`src/rtl/fx_seq_pkg.sv`:
```
`timescale 1ns/1ps
package fx_seq_pkg;
  localparam int unsigned NUM_PHASES = 4;
  localparam int unsigned PHASE_W    = $clog2(NUM_PHASES);

  typedef enum logic [PHASE_W-1:0] {
    PH_T1 = 2'd0,
    PH_T2 = 2'd1,
    PH_T3 = 2'd2,
    PH_T4 = 2'd3
  } phase_e;
endpackage

```
`src/rtl/fx_phase_gen.sv`:
```
`timescale 1ns/1ps
module fx_phase_gen
  import fx_seq_pkg::*;
(
  input  logic                  clk_i,
  input  logic                  rst_ni,
  output phase_e                phase_o,
  output logic [NUM_PHASES-1:0] strobe_o,
  output logic                  last_o
);
  phase_e phase_q;

  always_ff @(posedge clk_i or negedge rst_ni) begin
    if (!rst_ni) phase_q <= PH_T1;
    else         phase_q <= phase_e'(phase_q + 1'b1);
  end

  for (genvar g = 0; g < NUM_PHASES; g++) begin : g_strobe
    assign strobe_o[g] = (phase_q == phase_e'(g));
  end

  assign phase_o = phase_q;
  assign last_o  = strobe_o[NUM_PHASES-1];

  assert_phase_wrap_R1: assert property (@(posedge clk_i) disable iff (!rst_ni)
    last_o |=> (phase_o == PH_T1));
  assert_phase_step_R1: assert property (@(posedge clk_i) disable iff (!rst_ni)
    !last_o |=> !strobe_o[0]);
endmodule

```
`src/rtl/fx_pc_unit.sv`:
```
`timescale 1ns/1ps
module fx_pc_unit #(
  parameter int unsigned PC_W = 10
) (
  input  logic            clk_i,
  input  logic            rst_ni,
  input  logic            adv_i,   // edge closing T4
  input  logic            take_i,  // taken branch on this edge
  input  logic [PC_W-1:0] tgt_i,
  output logic [PC_W-1:0] pc_o
);
  localparam logic [PC_W-1:0] PC_ONE = {{(PC_W-1){1'b0}}, 1'b1};

  logic [PC_W-1:0] pc_q;

  always_ff @(posedge clk_i or negedge rst_ni) begin
    if (!rst_ni)      pc_q <= '0;
    else if (adv_i)   pc_q <= take_i ? tgt_i : pc_q + PC_ONE;
  end

  assign pc_o = pc_q;

  assert_pc_hold_R3: assert property (@(posedge clk_i) disable iff (!rst_ni)
    !adv_i |=> $stable(pc_o));
  assert_pc_step_R3: assert property (@(posedge clk_i) disable iff (!rst_ni)
    adv_i && !take_i |=> pc_o == $past(pc_o) + PC_ONE);
  assert_pc_target_R5: assert property (@(posedge clk_i) disable iff (!rst_ni)
    adv_i && take_i |=> pc_o == $past(tgt_i));
endmodule

```
`src/rtl/fx_exec_stage.sv`:
```
`timescale 1ns/1ps
module fx_exec_stage #(
  parameter int unsigned       INSTR_W  = 16,
  parameter logic [INSTR_W-1:0] NOP_WORD = '0
) (
  input  logic               clk_i,
  input  logic               rst_ni,
  input  logic               load_i,
  input  logic               squash_i,
  input  logic [INSTR_W-1:0] instr_i,
  output logic [INSTR_W-1:0] instr_o,
  output logic               valid_o
);
  logic [INSTR_W-1:0] instr_q;
  logic               valid_q;

  always_ff @(posedge clk_i or negedge rst_ni) begin
    if (!rst_ni) begin
      instr_q <= NOP_WORD;
      valid_q <= 1'b0;
    end else if (load_i) begin
      instr_q <= squash_i ? NOP_WORD : instr_i;
      valid_q <= !squash_i;
    end
  end

  assign instr_o = instr_q;
  assign valid_o = valid_q;

  assert_exec_hold_R4: assert property (@(posedge clk_i) disable iff (!rst_ni)
    !load_i |=> $stable(instr_o) && $stable(valid_o));
  assert_exec_load_R4: assert property (@(posedge clk_i) disable iff (!rst_ni)
    load_i && !squash_i |=> valid_o && instr_o == $past(instr_i));
  assert_exec_flush_R5: assert property (@(posedge clk_i) disable iff (!rst_ni)
    load_i && squash_i |=> !valid_o && instr_o == NOP_WORD);
endmodule

```
`src/rtl/fx_sequencer.sv`:
```
`timescale 1ns/1ps
module fx_sequencer
  import fx_seq_pkg::*;
#(
  parameter int unsigned        PC_W     = 10,
  parameter int unsigned        INSTR_W  = 16,
  parameter logic [INSTR_W-1:0] NOP_WORD = '0
) (
  input  logic                  clk_i,
  input  logic                  rst_ni,
  input  logic [INSTR_W-1:0]    instr_i,
  input  logic                  branch_req_i,
  input  logic [PC_W-1:0]       branch_tgt_i,
  output logic [PC_W-1:0]       fetch_addr_o,
  output logic [NUM_PHASES-1:0] phase_o,
  output logic [INSTR_W-1:0]    exec_instr_o,
  output logic                  bubble_o,
  output logic                  retire_o
);
  localparam logic [PC_W-1:0] PC_ONE = {{(PC_W-1){1'b0}}, 1'b1};

  phase_e phase;
  logic   cyc_end;
  logic   exec_valid;
  logic   take;

  fx_phase_gen u_phase (
    .clk_i    (clk_i),
    .rst_ni   (rst_ni),
    .phase_o  (phase),
    .strobe_o (phase_o),
    .last_o   (cyc_end)
  );

  // only a live instruction in T4 may redirect the counter
  assign take = cyc_end & branch_req_i & exec_valid;

  fx_pc_unit #(.PC_W(PC_W)) u_pc (
    .clk_i  (clk_i),
    .rst_ni (rst_ni),
    .adv_i  (cyc_end),
    .take_i (take),
    .tgt_i  (branch_tgt_i),
    .pc_o   (fetch_addr_o)
  );

  fx_exec_stage #(.INSTR_W(INSTR_W), .NOP_WORD(NOP_WORD)) u_exec (
    .clk_i    (clk_i),
    .rst_ni   (rst_ni),
    .load_i   (cyc_end),
    .squash_i (take),
    .instr_i  (instr_i),
    .instr_o  (exec_instr_o),
    .valid_o  (exec_valid)
  );

  assign bubble_o = !exec_valid;
  assign retire_o = cyc_end & exec_valid;

  assert_phase_onehot_R1: assert property (@(posedge clk_i) disable iff (!rst_ni)
    $onehot(phase_o));
  assert_retire_pulse_R8: assert property (@(posedge clk_i) disable iff (!rst_ni)
    retire_o |=> !retire_o);
  assert_bubble_no_redirect_R7: assert property (@(posedge clk_i) disable iff (!rst_ni)
    phase_o[NUM_PHASES-1] && bubble_o |=> fetch_addr_o == $past(fetch_addr_o) + PC_ONE);
  assert_early_req_ignored_R6: assert property (@(posedge clk_i) disable iff (!rst_ni)
    !phase_o[NUM_PHASES-1] |=> $stable(fetch_addr_o) && $stable(bubble_o));
endmodule

```
`config.mk`:
```
export PLATFORM = sky130hd
export DESIGN_NAME = fx_sequencer
export DESIGN_NICKNAME = d
export VERILOG_FILES = /design/src/rtl/fx_seq_pkg.sv /design/src/rtl/fx_phase_gen.sv /design/src/rtl/fx_pc_unit.sv /design/src/rtl/fx_exec_stage.sv /design/src/rtl/fx_sequencer.sv
export SDC_FILE = /design/constraint.sdc
export NUM_CORES = 1
export LEC_CHECK = 0
export ABC_AREA = 1
export BUFFER_PORTS_ARGS = -buffer_cell sky130_fd_sc_hd__buf_2
export CAP_MARGIN = 20
export CORE_ASPECT_RATIO = 1.1
export CORE_MARGIN = 2
export CORE_UTILIZATION = 47
export DETAILED_ROUTE_END_ITERATION = 12
export PLACE_DENSITY_LB_ADDON = 0.2
export SYNTH_ARGS = -nofsm -noshare
export SYNTH_HDL_FRONTEND = slang
export SYNTH_SLANG_ARGS = --single-unit
```
`constraint.sdc`:
```
create_clock -name clk_i -period 1.52 [get_ports clk_i]
set_input_delay 0 -clock clk_i [delete_from_list [all_inputs] [get_ports clk_i]]
set_output_delay 0 -clock clk_i [all_outputs]
set_load 0.02 [all_outputs]
```
==> run_results.csv <==
group,metric,value,unit
worst_setup_path,cp.arrival,1.44,ns
synth,synth_edf_count,0,
die,start_util,48.66,%
clocking,cts_tree,"built",
die,fp.dieW,57.10,um
worst_setup_path,reg2regPathDepth,7,
layout,nFillCells,233,
synth,ys_seq_area_share,49.79,%
layout,n_antenna_cell,0,
layout,area_delta_synth_final,44.64,%
layout,utilization,70.38,%
layout,final_cells,300,
synth,async_reset_ff_share,100.0,%
die,die_h,62.41,um
sta,setup_violations,0,
grt,grt_antenna_before_repair,0,
synth,syn-cell-area,1458,sq um
sta,relSlewSlack,57.27,%
sta,max_freq,694.7,MHz
hold_path,whs_path_depth,5,
layout,fin_nets,300,
die,rows,21,
clocking,clk_pin_slew,0.08,ns
worst_setup_path,reg2reg_from,"u_phase.phase_o[0]",
detailed_routing,viasPerCell,4.910,
worst_setup_path,cp-start-kind,"register",
detailed_routing,drt_iter0_drc,44,
pwr,ir_drop,0.8474,mV
place,post-place-ws,0.03670,ns
synth,syn_avg_cell_area,8.235,sq um
place,place_inst,267,
grt,first_global_vias,1478,
sta,layout_setup_ws,0.08047,ns
synth,synth-seq-cells,29,
synth,synth_top_cell_area_share,49.79,%
hold_path,hp-start,"branch_tgt_i[9]",
sta,worstMarginPinSlew,0.6409,ns
clocking,ctsLongestPathBuffers,2,
die,design.die.area,3564,sq um
synth,synth.area.top_cells,"dfrtp_1, nand2_1, nand3_1",
pwr,p_leak,1.175,nW
worst_setup_path,rr_endpoint,"u_pc.pc_o[8]",
place,io_buffers,60,
pwr,p_per_area,950.8,nW/um^2
sta,period_share,94.71,%
worst_setup_path,critPathMaxFanout,26,
grt,grt_overflow_total,0,
worst_setup_path,crit_required,1.52,ns
worst_setup_path,worstSetupEndpointType,"primary output",
synth,yosysUniqueCellTypes,28,
flow_run,drv_cap,0,
detailed_routing,avgRoutedWirePerCell,12.20,um
detailed_routing,drtAntennaViolNets,0,
grt,grt_max_degree,30,
detailed_routing,drt_wl_total,3659,um
detailed_routing,route.vias.total,1473,
clocking,clock_latency,0.34,ns
sta,hold_violations,0,
synth,synth_nets,211,
grt,grt_use_total,23.41,%
worst_setup_path,critPathKind,"reg -> out",
layout,drive_gt1_share,30.08,%
detailed_routing,drc,0,
grt,grt_first_pass_wirelength,6417,um
sta,skew,0.008854,ns
synth,synth.largest_area_cell,"dfrtp_1",
detailed_routing,dr.pass1.iters,4,
sta,hold_ws,0.002247,ns
hold_path,hold_class,"in -> reg",
clocking,numCtsBuffers,5,
die,core_region_area,2995,sq um
synth,synth_warnings,0,
clocking,cts_htree_levels,2,
place,dpl.hpwl,2375,um
clocking,cts.sinks,29,
synth,yosys_most_used_dff,"dfrtp_1",
run_status,status,"finished, final reports clean",
sta,drv_slew,0,
place,globalplace.congestion,0.7963,
hold_path,hold_end,"u_pc.pc_o[9]",
sta,setup_tns,0,ns
clocking,clockRootBuffer,"clkbuf_4",
worst_setup_path,regToRegSetupSlack,0.16,ns
sta,finalCriticalPeriod,1.440,ns
sta,rsz0062_at_grt,"no",
die,io_pins,61,
synth,syn_inst,177,
## cells in the mapped netlist, types with 2 or more instances
library cell	instances
dfrtp_1	29
nor3_1	2
buf_2	2
clkbuf_1	3
nand3_1	26
ha_1	5
nor2_2	2
buf_6	3
o21ai_1	3
inv_1	14
o22ai_1	2
nor2_1	7
o21ai_0	2
a21oi_1	2
nand2_1	62
## timing repair
action,CTS,global route
hold buffers,25,0
cloned,0,0
hold endpoints to repair,53,0
buffers inserted,0,1
resized for setup,3,1
endpoints found under the setup margin,2,4
## logic make-up after synthesis
group | synth area share (%)
AND/OR/NAND/NOR | 30.82
flip-flops | 49.79
buffers and inverters | 8.411
AO/OA/AOI/OAI | 6.696
adder cells (fa/ha/maj) | 4.292
## cells in the final DEF (no fill, tap or decap), types with 2 or more instances in the layout
master and count:
ha_1 4, a21oi_1 2, buf_4 5, o21ai_0 2
dfrtp_1 29, clkbuf_4 5, o21ai_1 3, nor3_1 2
nor2_1 7, nand3_1 26, nor2_2 2, dlygate4sd3_1 25
inv_1 14, nand2_1 62, o22ai_1 2, buf_2 60
## how the worst max path moves through the flow
stage / startpoint / to / cells after the start
2_1_floorplan: u_pc.pc_o[0] / u_pc.pc_o[6] / 6
3_3_place_gp: u_phase.phase_o[0] / u_pc.pc_o[8] / 7
3_5_place_dp: u_phase.phase_o[0] / u_pc.pc_o[8] / 7
4_1_cts: u_phase.phase_o[0] / retire_o / 5
5_1_grt: u_phase.phase_o[0] / retire_o / 5
6_report: u_phase.phase_o[0] / retire_o / 5
## critical path, stage by stage (launching register included)
cell     delay (ns)
dfrtp_1        0.42
ha_4           0.21
buf_8          0.21
nand2_1        0.07
inv_1          0.05
buf_2          0.15
## per-layer routing
metal,vias up,track usage (%),part of all wire [%]
met2,45,40.52,51
met4,0,11.05,2.0
met3,7,5.176,5.2
met1,671,26.98,42
li1,750,-,-
met5,-,0,0
## registers in the layout, summed over array words and instances, names as in the netlist
register         flops
u_exec.instr_o      16
u_pc.pc_o           10
u_phase.phase_o      2
u_exec.valid_o       1
## stage by stage
stage          cell area (sq um)  total power (W)
2_1_floorplan               1458         0.001289
3_3_place_gp                1775         0.001481
3_5_place_dp                1775         0.001487
4_1_cts                     2091         0.002009
5_1_grt                     2108         0.002117
6_report                    2108         0.002004
## layout make-up
| class | instances | area [sq um] | share of cell area [%] |
|---|---|---|---|
| Timing Repair Buffer | 91 | 603.1 | 28.61 |
| Clock buffer | 7 | 55.05 | 2.611 |
| Multi-Input combinational cell | 123 | 621.8 | 29.50 |
| Sequential cell | 29 | 725.7 | 34.42 |
| Inverter | 16 | 60.06 | 2.849 |
| Tap cell | 34 | 42.54 | 2.018 |
## where the power goes
part / switching, W / leakage [nW] / internal (W) / total, W
registers: 0.0000879 / 0.347 / 0.000864 / 0.000952
logic: 0.000339 / 0.797 / 0.000233 / 0.000572
clock network: 0.000263 / 0.0314 / 0.000218 / 0.000481
total: 0.000690 / 1.18 / 0.00131 / 0.00200
Note: power is estimated with default switching activity, not from simulation.
